===== config.mk =====
export PLATFORM = sky130hd
export DESIGN_NAME = tslot_frame_rx
export DESIGN_NICKNAME = d
export VERILOG_FILES = /design/src/rtl/tsrx_pkg.sv /design/src/rtl/tsrx_bit_timer.sv /design/src/rtl/tsrx_shifter.sv /design/src/rtl/tsrx_tag_capture.sv /design/src/rtl/tsrx_slot_filter.sv /design/src/rtl/tslot_frame_rx.sv
export SDC_FILE = /design/constraint.sdc
export NUM_CORES = 1
export LEC_CHECK = 0
export CELL_PAD_IN_SITES_DETAIL_PLACEMENT = 0
export CELL_PAD_IN_SITES_GLOBAL_PLACEMENT = 2
export CORE_UTILIZATION = 45
export CTS_BUF_LIST = sky130_fd_sc_hd__clkbuf_2 sky130_fd_sc_hd__clkbuf_4 sky130_fd_sc_hd__clkbuf_8
export CTS_CLUSTER_SIZE = 30
export DETAILED_ROUTE_END_ITERATION = 7
export DONT_BUFFER_PORTS = 1
export PLACE_DENSITY = 0.82
export SLEW_MARGIN = 20
export SYNTH_ARGS = -nofsm -noshare
export SYNTH_HDL_FRONTEND = slang
export SYNTH_HIERARCHICAL = 1
export SYNTH_SLANG_ARGS = --single-unit

===== constraint.sdc =====
create_clock -name bit_clk -period 6 [get_ports bit_clk]
set_clock_uncertainty 0.15 [all_clocks]
set_input_delay 1.2 -clock bit_clk [delete_from_list [all_inputs] [get_ports bit_clk]]
set_output_delay 1.2 -clock bit_clk [all_outputs]
set_load 0.03 [all_outputs]

===== src/rtl/tsrx_pkg.sv =====
`timescale 1ns/1ps
package tsrx_pkg;
  // receivers that can share one link, and the first PCM slot of the shared range
  localparam int N_RX      = 3;
  localparam int PCM_FIRST = 3;
  localparam int RXI_W     = $clog2(N_RX + 1);

  typedef enum logic [2:0] {
    KIND_OTHER    = 3'd0,
    KIND_CMD_ADDR = 3'd1,
    KIND_CMD_DATA = 3'd2,
    KIND_PCM_L    = 3'd3,
    KIND_PCM_R    = 3'd4
  } slot_kind_e;
endpackage


===== src/rtl/tsrx_bit_timer.sv =====
`timescale 1ns/1ps
module tsrx_bit_timer #(
  parameter int SLOT_W  = 20,
  parameter int TAG_W   = 16,
  parameter int N_SLOTS = 12,
  localparam int SLOT_IW = $clog2(N_SLOTS + 1),
  localparam int BIT_IW  = $clog2(SLOT_W)
) (
  input  logic               clk,
  input  logic               rst_n,
  input  logic               strobe,
  output logic [SLOT_IW-1:0] slot_o,
  output logic               last_bit_o,
  output logic               take_o,
  output logic               locked_o,
  output logic               lock_err_o
);
  logic               strobe_q;
  logic [SLOT_IW-1:0] slot_q, slot_d;
  logic [BIT_IW-1:0]  bit_q, bit_d;
  logic               locked_q, locked_d;
  logic               lock_err_q;
  logic               rise, last_bit, frame_end, misalign;

  always_comb begin
    rise      = strobe & ~strobe_q;
    last_bit  = (slot_q == '0) ? (bit_q == BIT_IW'(TAG_W - 1))
                               : (bit_q == BIT_IW'(SLOT_W - 1));
    frame_end = last_bit && (slot_q == SLOT_IW'(N_SLOTS));
    misalign  = rise && locked_q && !frame_end;

    slot_d   = slot_q;
    bit_d    = bit_q;
    locked_d = locked_q;
    if (rise) begin
      slot_d   = '0;
      bit_d    = '0;
      locked_d = 1'b1;
    end else if (locked_q) begin
      if (last_bit) begin
        bit_d  = '0;
        slot_d = frame_end ? '0 : slot_q + 1'b1;
      end else begin
        bit_d  = bit_q + 1'b1;
      end
    end
  end

  always_ff @(negedge clk or negedge rst_n) begin
    if (!rst_n) begin
      strobe_q   <= 1'b0;
      slot_q     <= '0;
      bit_q      <= '0;
      locked_q   <= 1'b0;
      lock_err_q <= 1'b0;
    end else begin
      strobe_q   <= strobe;
      slot_q     <= slot_d;
      bit_q      <= bit_d;
      locked_q   <= locked_d;
      lock_err_q <= misalign;
    end
  end

  assign slot_o     = slot_q;
  assign last_bit_o = last_bit;
  assign take_o     = locked_q && !misalign;
  assign locked_o   = locked_q;
  assign lock_err_o = lock_err_q;

  assert_err_restarts_R10: assert property (@(negedge clk) disable iff (!rst_n)
    lock_err_q |-> (locked_q && slot_q == '0 && bit_q == '0));

  assert_idle_until_lock_R2: assert property (@(negedge clk) disable iff (!rst_n)
    !locked_q |-> (slot_q == '0 && bit_q == '0));

  assert_slot_bound_R3: assert property (@(negedge clk) disable iff (!rst_n)
    (int'(slot_q) <= N_SLOTS) && (int'(bit_q) < SLOT_W));

  assert_tag_slot_len_R3: assert property (@(negedge clk) disable iff (!rst_n)
    (slot_q == '0) |-> (int'(bit_q) < TAG_W));
endmodule


===== src/rtl/tsrx_shifter.sv =====
`timescale 1ns/1ps
module tsrx_shifter #(
  parameter int W = 20
) (
  input  logic         clk,
  input  logic         rst_n,
  input  logic         din,
  output logic [W-1:0] word_o
);
  logic [W-2:0] sr_q, sr_d;

  always_comb sr_d = {sr_q[W-3:0], din};

  always_ff @(negedge clk or negedge rst_n) begin
    if (!rst_n) sr_q <= '0;
    else        sr_q <= sr_d;
  end

  // word whose last bit is the one sampled at the current edge
  assign word_o = {sr_q, din};
endmodule


===== src/rtl/tsrx_tag_capture.sv =====
`timescale 1ns/1ps
module tsrx_tag_capture #(
  parameter int N_SLOTS = 12
) (
  input  logic             clk,
  input  logic             rst_n,
  input  logic             load,
  input  logic [N_SLOTS:0] field,   // MSB = frame-valid, then tags of slot 1..N
  output logic [N_SLOTS:0] tags_o   // [0] = frame-valid, [k] = tag of slot k
);
  logic [N_SLOTS:0] rev;
  logic [N_SLOTS:0] tags_q, tags_d;

  for (genvar k = 0; k <= N_SLOTS; k++) begin : g_rev
    assign rev[k] = field[N_SLOTS - k];
  end

  always_comb tags_d = load ? rev : tags_q;

  always_ff @(negedge clk or negedge rst_n) begin
    if (!rst_n) tags_q <= '0;
    else        tags_q <= tags_d;
  end

  assign tags_o = tags_q;
endmodule


===== src/rtl/tsrx_slot_filter.sv =====
`timescale 1ns/1ps
module tsrx_slot_filter
  import tsrx_pkg::*;
#(
  parameter int SLOT_IW = 4
) (
  input  logic [SLOT_IW-1:0] slot,
  input  logic               multi_en,
  input  logic [RXI_W-1:0]   rx_index,
  output logic               accept,
  output slot_kind_e         kind
);
  logic [SLOT_IW-1:0] own_first;
  logic               pcm, idx_ok;

  always_comb begin
    own_first = SLOT_IW'(PCM_FIRST) + SLOT_IW'({rx_index, 1'b0});
    pcm       = (slot >= SLOT_IW'(PCM_FIRST)) && (slot < SLOT_IW'(PCM_FIRST + 2 * N_RX));
    idx_ok    = (rx_index < RXI_W'(N_RX));
    accept    = 1'b1;
    kind      = KIND_OTHER;
    if (slot == SLOT_IW'(1)) begin
      kind = KIND_CMD_ADDR;
    end else if (slot == SLOT_IW'(2)) begin
      kind = KIND_CMD_DATA;
    end else if (pcm) begin
      if (multi_en) begin
        accept = idx_ok && ((slot == own_first) || (slot == own_first + 1'b1));
        if (accept) kind = (slot == own_first) ? KIND_PCM_L : KIND_PCM_R;
      end else if (slot == SLOT_IW'(PCM_FIRST)) begin
        kind = KIND_PCM_L;
      end else if (slot == SLOT_IW'(PCM_FIRST + 1)) begin
        kind = KIND_PCM_R;
      end
    end
  end
endmodule


===== src/rtl/tslot_frame_rx.sv =====
`timescale 1ns/1ps
module tslot_frame_rx
  import tsrx_pkg::*;
#(
  parameter int SLOT_W  = 20,
  parameter int TAG_W   = 16,
  parameter int N_SLOTS = 12,
  localparam int SLOT_IW = $clog2(N_SLOTS + 1)
) (
  input  logic               bit_clk,
  input  logic               rst_n,
  input  logic               sync_in,
  input  logic               sdata_in,
  input  logic               multi_en,
  input  logic [RXI_W-1:0]   rx_index,
  output logic               out_valid,
  output logic [SLOT_IW-1:0] out_slot,
  output logic [SLOT_W-1:0]  out_word,
  output logic [2:0]         out_kind,
  output logic               locked,
  output logic               lock_err
);
  logic [SLOT_IW-1:0] slot;
  logic               last_bit, take;
  logic [SLOT_W-1:0]  word_now;
  logic [N_SLOTS:0]   tags;
  logic               accept, tag_load, emit;
  slot_kind_e         kind;

  logic               vld_q;
  logic [SLOT_IW-1:0] slot_q;
  logic [SLOT_W-1:0]  word_q;
  slot_kind_e         kind_q;

  tsrx_bit_timer #(.SLOT_W(SLOT_W), .TAG_W(TAG_W), .N_SLOTS(N_SLOTS)) u_timer (
    .clk(bit_clk), .rst_n(rst_n), .strobe(sync_in),
    .slot_o(slot), .last_bit_o(last_bit), .take_o(take),
    .locked_o(locked), .lock_err_o(lock_err)
  );

  tsrx_shifter #(.W(SLOT_W)) u_shift (
    .clk(bit_clk), .rst_n(rst_n), .din(sdata_in), .word_o(word_now)
  );

  tsrx_tag_capture #(.N_SLOTS(N_SLOTS)) u_tags (
    .clk(bit_clk), .rst_n(rst_n), .load(tag_load),
    .field(word_now[TAG_W-1 -: N_SLOTS+1]), .tags_o(tags)
  );

  tsrx_slot_filter #(.SLOT_IW(SLOT_IW)) u_filter (
    .slot(slot), .multi_en(multi_en), .rx_index(rx_index),
    .accept(accept), .kind(kind)
  );

  always_comb begin
    tag_load = take && last_bit && (slot == '0);
    emit     = take && last_bit && (slot != '0) && tags[0] && tags[slot] && accept;
  end

  always_ff @(negedge bit_clk or negedge rst_n) begin
    if (!rst_n) begin
      vld_q  <= 1'b0;
      slot_q <= '0;
      word_q <= '0;
      kind_q <= KIND_OTHER;
    end else begin
      vld_q <= emit;
      if (emit) begin
        slot_q <= slot;
        word_q <= word_now;
        kind_q <= kind;
      end
    end
  end

  assign out_valid = vld_q;
  assign out_slot  = slot_q;
  assign out_word  = word_q;
  assign out_kind  = kind_q;

  assert_out_needs_lock_R2: assert property (@(negedge bit_clk) disable iff (!rst_n)
    out_valid |-> locked);

  assert_single_pulse_R4: assert property (@(negedge bit_clk) disable iff (!rst_n)
    out_valid |=> !out_valid);

  assert_tagged_only_R5: assert property (@(negedge bit_clk) disable iff (!rst_n)
    out_valid |-> (out_slot != '0 && tags[out_slot]));

  assert_frame_valid_R6: assert property (@(negedge bit_clk) disable iff (!rst_n)
    out_valid |-> tags[0]);

  assert_cmd_kind_R7: assert property (@(negedge bit_clk) disable iff (!rst_n)
    (out_valid && out_slot == SLOT_IW'(1)) |-> (out_kind == 3'(KIND_CMD_ADDR)));

  assert_pair_select_R9: assert property (@(negedge bit_clk) disable iff (!rst_n)
    (out_valid && $past(multi_en) && int'(out_slot) >= PCM_FIRST
       && int'(out_slot) < PCM_FIRST + 2 * N_RX)
    |-> (int'($past(rx_index)) < N_RX
         && (int'(out_slot) - PCM_FIRST) / 2 == int'($past(rx_index))));
endmodule


# Word level (Yosys, flattened, before mapping)
# Cells that the tools add are included.
word_totals:
  regBits: 72
  word_cells: 72
  output_inout_bits: 30
  in_bits: 7
op_classes:
  eq_ne: 9
  order_cmp: 4
  n_bitwise: 2
  add_sub_neg: 4
  n_mux: 22
  n_reduce_logical: 20
op_table:
  columns: ["operator", "count"]
  rows:
  - ["two-way mux 3 bit", 8]
  - ["two-way mux 4 bit", 4]
  - ["two-way mux 5 bit", 3]
  - ["logical AND 1 bit", 12]
  - ["adder 4 x 1 -> 4 bit, second input constant", 2]
  - ["equality test 4 x 2 -> 1 bit, second input constant", 2]
  - ["equality test 4 bit", 2]
  - ["two-way mux 1 bit", 6]
  - ["adder 5 x 1 -> 5 bit, second input constant", 1]
  - ["equality test 5 x 4 -> 1 bit, second input constant", 1]
  - ["equality test 5 bit, second input constant", 1]
  - ["less-than comparator 4 x 5 -> 1 bit, second input constant", 1]
  - ["adder 2 x 3 -> 4 bit, first input constant", 1]
  - ["binary-select mux 1 bit (select 4 bit)", 1]
  - ["equality test 4 x 1 -> 1 bit, second input constant", 1]
  - ["equality test 4 x 3 -> 1 bit, second input constant", 1]
  - ["equality test 4 bit, second input constant", 1]
  - ["greater-or-equal comparator 4 x 2 -> 1 bit, second input constant", 1]
  - ["zero test 4 bit", 1]
  - ["less-than comparator 4 bit, second input constant", 1]
  - ["nonzero test 2 bit", 2]
  - ["nonzero test 4 bit", 1]
  - ["zero test 1 bit", 2]
  - ["less-than comparator 2 bit, second input constant", 1]
  - ["other kinds (4)", 4]

# Longest topological paths before layout
depth:
  word_depth: 12
  depth_mapped: 11
  ltp_nobuf: 10

# Hierarchy
# Netlist, hierarchy kept.
modules_own_cells:
  columns: ["module", "instances", "cells_per_inst", "seq_area_each_um2", "area_each_um2"]
  rows:
  - ["tslot_frame_rx", 1, 74, 700.7, 1285.0]
  - ["tsrx_bit_timer", 1, 65, 300.3, 656.9]
  - ["tsrx_tag_capture", 1, 27, 325.3, 520.5]
  - ["tsrx_shifter", 1, 20, 475.5, 483.0]
  - ["tsrx_slot_filter", 1, 35, 0.0, 234.0]

==> flow_summary.toml <==
[outcome]
status = "completed"

[synthesis]
synth_mux_area_frac = 0.210
synthXorXnorAreaFrac = 0.0106
synth_area_per_cell_sq_um = 14.4
synthSimpleGateAreaFrac = 0.0992
synth_compound_area_frac = 0.0594
synth_edf_count = 0
synth_cell_types = 49
synth_top_family_by_area = "multiplexers"
synth_seq_cells = 72
netlist_area_sq_mm = 0.00318
ys_warn_count = 6
yosysSeqAreaShare = 0.567
synthFlopType = "dfrtn_1"
syn_nets = 233
synth_cells = 221
synthArstFlopShare = 1.00
synthAdderAreaFrac = 0.0197

[route]
drc = 0
dr.first_iter.drc_count = 75
wirelength_microns = 5270
routed.top_layer = "met4"
drt-met1-wl_microns = 2610
vias_per_cell = 5.31
wl_met2_microns = 2320
wl_per_cell_microns = 16.0
first_pass_iters = 4
dr_wl_met3_microns = 219
postRouteAntennaNets = 0
vias = 1753

[critical_path]
cp_cell_sequence = "inv_8, ha_4, xor2_2, nand4_1, and2_4, o211ai_1, nand4_1, nor2_2, o211ai_4, buf_12, mux2_4"
crit_path_start_kind = "input port"
cp.arrival_ns = 2.96
critPathKind = "in -> reg"
path_max_fanout = 14
r2r_cells = 12
crit_top_cell = "nand4_1"
critPathMaxStageDelay_ns = 0.30
crit_path_top_delay_cell = "mux2_4"
r2r-start = "u_timer/slot_o[1]"
cp-startpoint = "rx_index[0]"
critPathRequiredTime_ns = 3.02
end_kind = "flop"

[clocking]
cts_max_level = 3
numClockSinks = 72
clock-root-buffer = "clkbuf_8"
numCtsBuffers = 9
cts_tree = "yes"
clk_latency_ns = 0.32
max-clock-path-buffers = 2
cts.clk_slew.worst_paths_ns = 0.05
hold_buffers = 0

[final_layout]
fin_util = 0.523
antennaDiodeCount = 0
final_nets = 241
syn2layout_area_growth_pct = 11.7
fill_cells = 584
drive_above_1_share = 0.325
register_area_sq_mm = 0.00180
multiInputGateArea_sq_mm = 0.00128

[run]
maxCapViolations = 0

[floorplan]
die_h_microns = 86.1
io_pins = 37
start_util = 0.468
dieArea_sq_mm = 0.00741
coreArea_sq_mm = 0.00679
dieWidth_microns = 86.1
num_rows = 30

[placed_design]
portBuffers = 0
place_congestion = 0.727
hpwl_microns = 3290

[power_and_ir_drop]
ir_drop_v = 0.000176
p_leak_nw = 1.69
pwr_density_cell_mw_per_mm2 = 303
total_power_mw = 1.07

[grt]
grt_pass1_vias = 1836
grt_max_degree = 73
grt_pass1_wl_microns = 9320
grt_antenna_before_repair = 0
grt_overflow = 0
grt_use_total = 0.167

[timing]
final-hold-violation-count = 0
tightest_slew_ns = 0.729
max-slew-margin-rel = 0.514
setup_viol = 0
hold_ws_ns = 0.168
maxSlewViolCount = 0
rsz0062_at_grt = "yes"

[hold_path]
hold_depth = 0
hp-class = "reg -> reg"
min_from = "u_shift/sr_q[15]"
## metal layers
layer,vias to the layer above,GRT usage
met5,-,0
met4,0,0.0773
met3,9,0.0500
met2,35,0.235
met1,889,0.236
li1,820,-
## layout by cell type (no fill, tap or decap), types with 2 or more instances in the layout
cell	count
dfrtn_1	72
mux2_4	30
mux2_2	11
clkbuf_8	10
nand3_1	6
nand2_1	6
a21oi_1	6
nand3b_1	5
buf_4	5
nor2_1	5
mux2i_1	4
nand2b_1	4
ha_1	4
o21ai_0	4
nand4_1	3
inv_1	3
and3_1	3
buf_12	3
nor3_1	3
mux4_1	2
nor4_1	2
a32o_1	2
clkinv_2	2
bufinv_16	2
xor2_1	2
and3_2	2
o211ai_1	2
nor3b_1	2
o31ai_1	2
## logic make-up after synthesis
kind of cell,after synthesis
xor+xnor,3
buf+inv,15
mux,47
compound gates,26
flops,72
simple gates,53
fa+ha+maj,5
## critical path: cells and delay by family
kind                       cells  cell delay, ns
muxes                          1            0.30
adders and majority gates      1            0.25
xor gates and xnor gates       1            0.16
AOI/OAI and AO/OA              2            0.21
and+or+nand+nor                4            0.64
buffers and inverters          2            0.20
## cell usage after synthesis, types with 3 or more instances
cell type,number,area share
a21oi_1,6,0.0094
dfrtn_1,72,0.57
clkbuf_1,3,0.0035
nand3_1,6,0.0094
nand2b_1,4,0.0079
and3_1,3,0.0059
mux2_4,30,0.14
nand3b_1,5,0.012
ha_1,5,0.020
buf_6,3,0.011
mux2i_1,4,0.013
inv_1,4,0.0047
nor3_1,3,0.0047
nand4_1,3,0.0059
mux2_2,11,0.039
nor2_1,6,0.0071
nand2_1,6,0.0071
o21ai_0,5,0.0079
## final timing paths
kind,slack [ns],to
worst max-delay path,0.05,out_word[8]
worst min-delay path,0.17,u_shift/sr_q[16]
worst max register to register,2.44,out_word[8]
worst min register to register,0.17,u_shift/sr_q[16]
max in group asynchronous,2.26,out_slot[2]
min in group asynchronous,3.30,out_word[3]
## stage by stage
stage | area (sq um) | setup slack, ns | std cells | setup TNS (ns)
2_1_floorplan | 3200 | -0.217 | 221 | -4.34
3_3_place_gp | 3320 | -0.303 | 314 | -7.63
3_5_place_dp | 3320 | -0.307 | 314 | -7.68
4_1_cts | 3550 | 0.0235 | 330 | 0
5_1_grt | 3550 | -0.0647 | 330 | -1.22
6_report | 3550 | 0.0537 | 330 | 0
## what timing repair did
item	in CTS	in global routing
gates resized for setup	0	1
setup buffers	0	0
setup endpoints to repair	0	26
## flip-flops by register name, summed over array words and instances, names as in the netlist, 3 cells and up
| name | count |
|---|---|
| u_shift/sr_q | 19 |
| u_timer/bit_q | 5 |
| out_word | 20 |
| out_slot | 4 |
| u_tags/tags_o | 13 |
| out_kind | 3 |
| u_timer/slot_o | 4 |
## where the power goes
group          total, mW  internal (mW)  switching (mW)
sequential         0.566          0.532          0.0336
clock              0.421          0.250           0.171
combinational     0.0875         0.0554          0.0321
## layout make-up
cell class	count	share of cell area
repair buffers	8	0.0275
flip-flops and latches	72	0.507
clock inverters	5	0.0222
inverters	4	0.00634
well taps	96	0.0338
multi-input cells	134	0.362
clock buffers	11	0.0409
(Power assumes the default switching activity.)
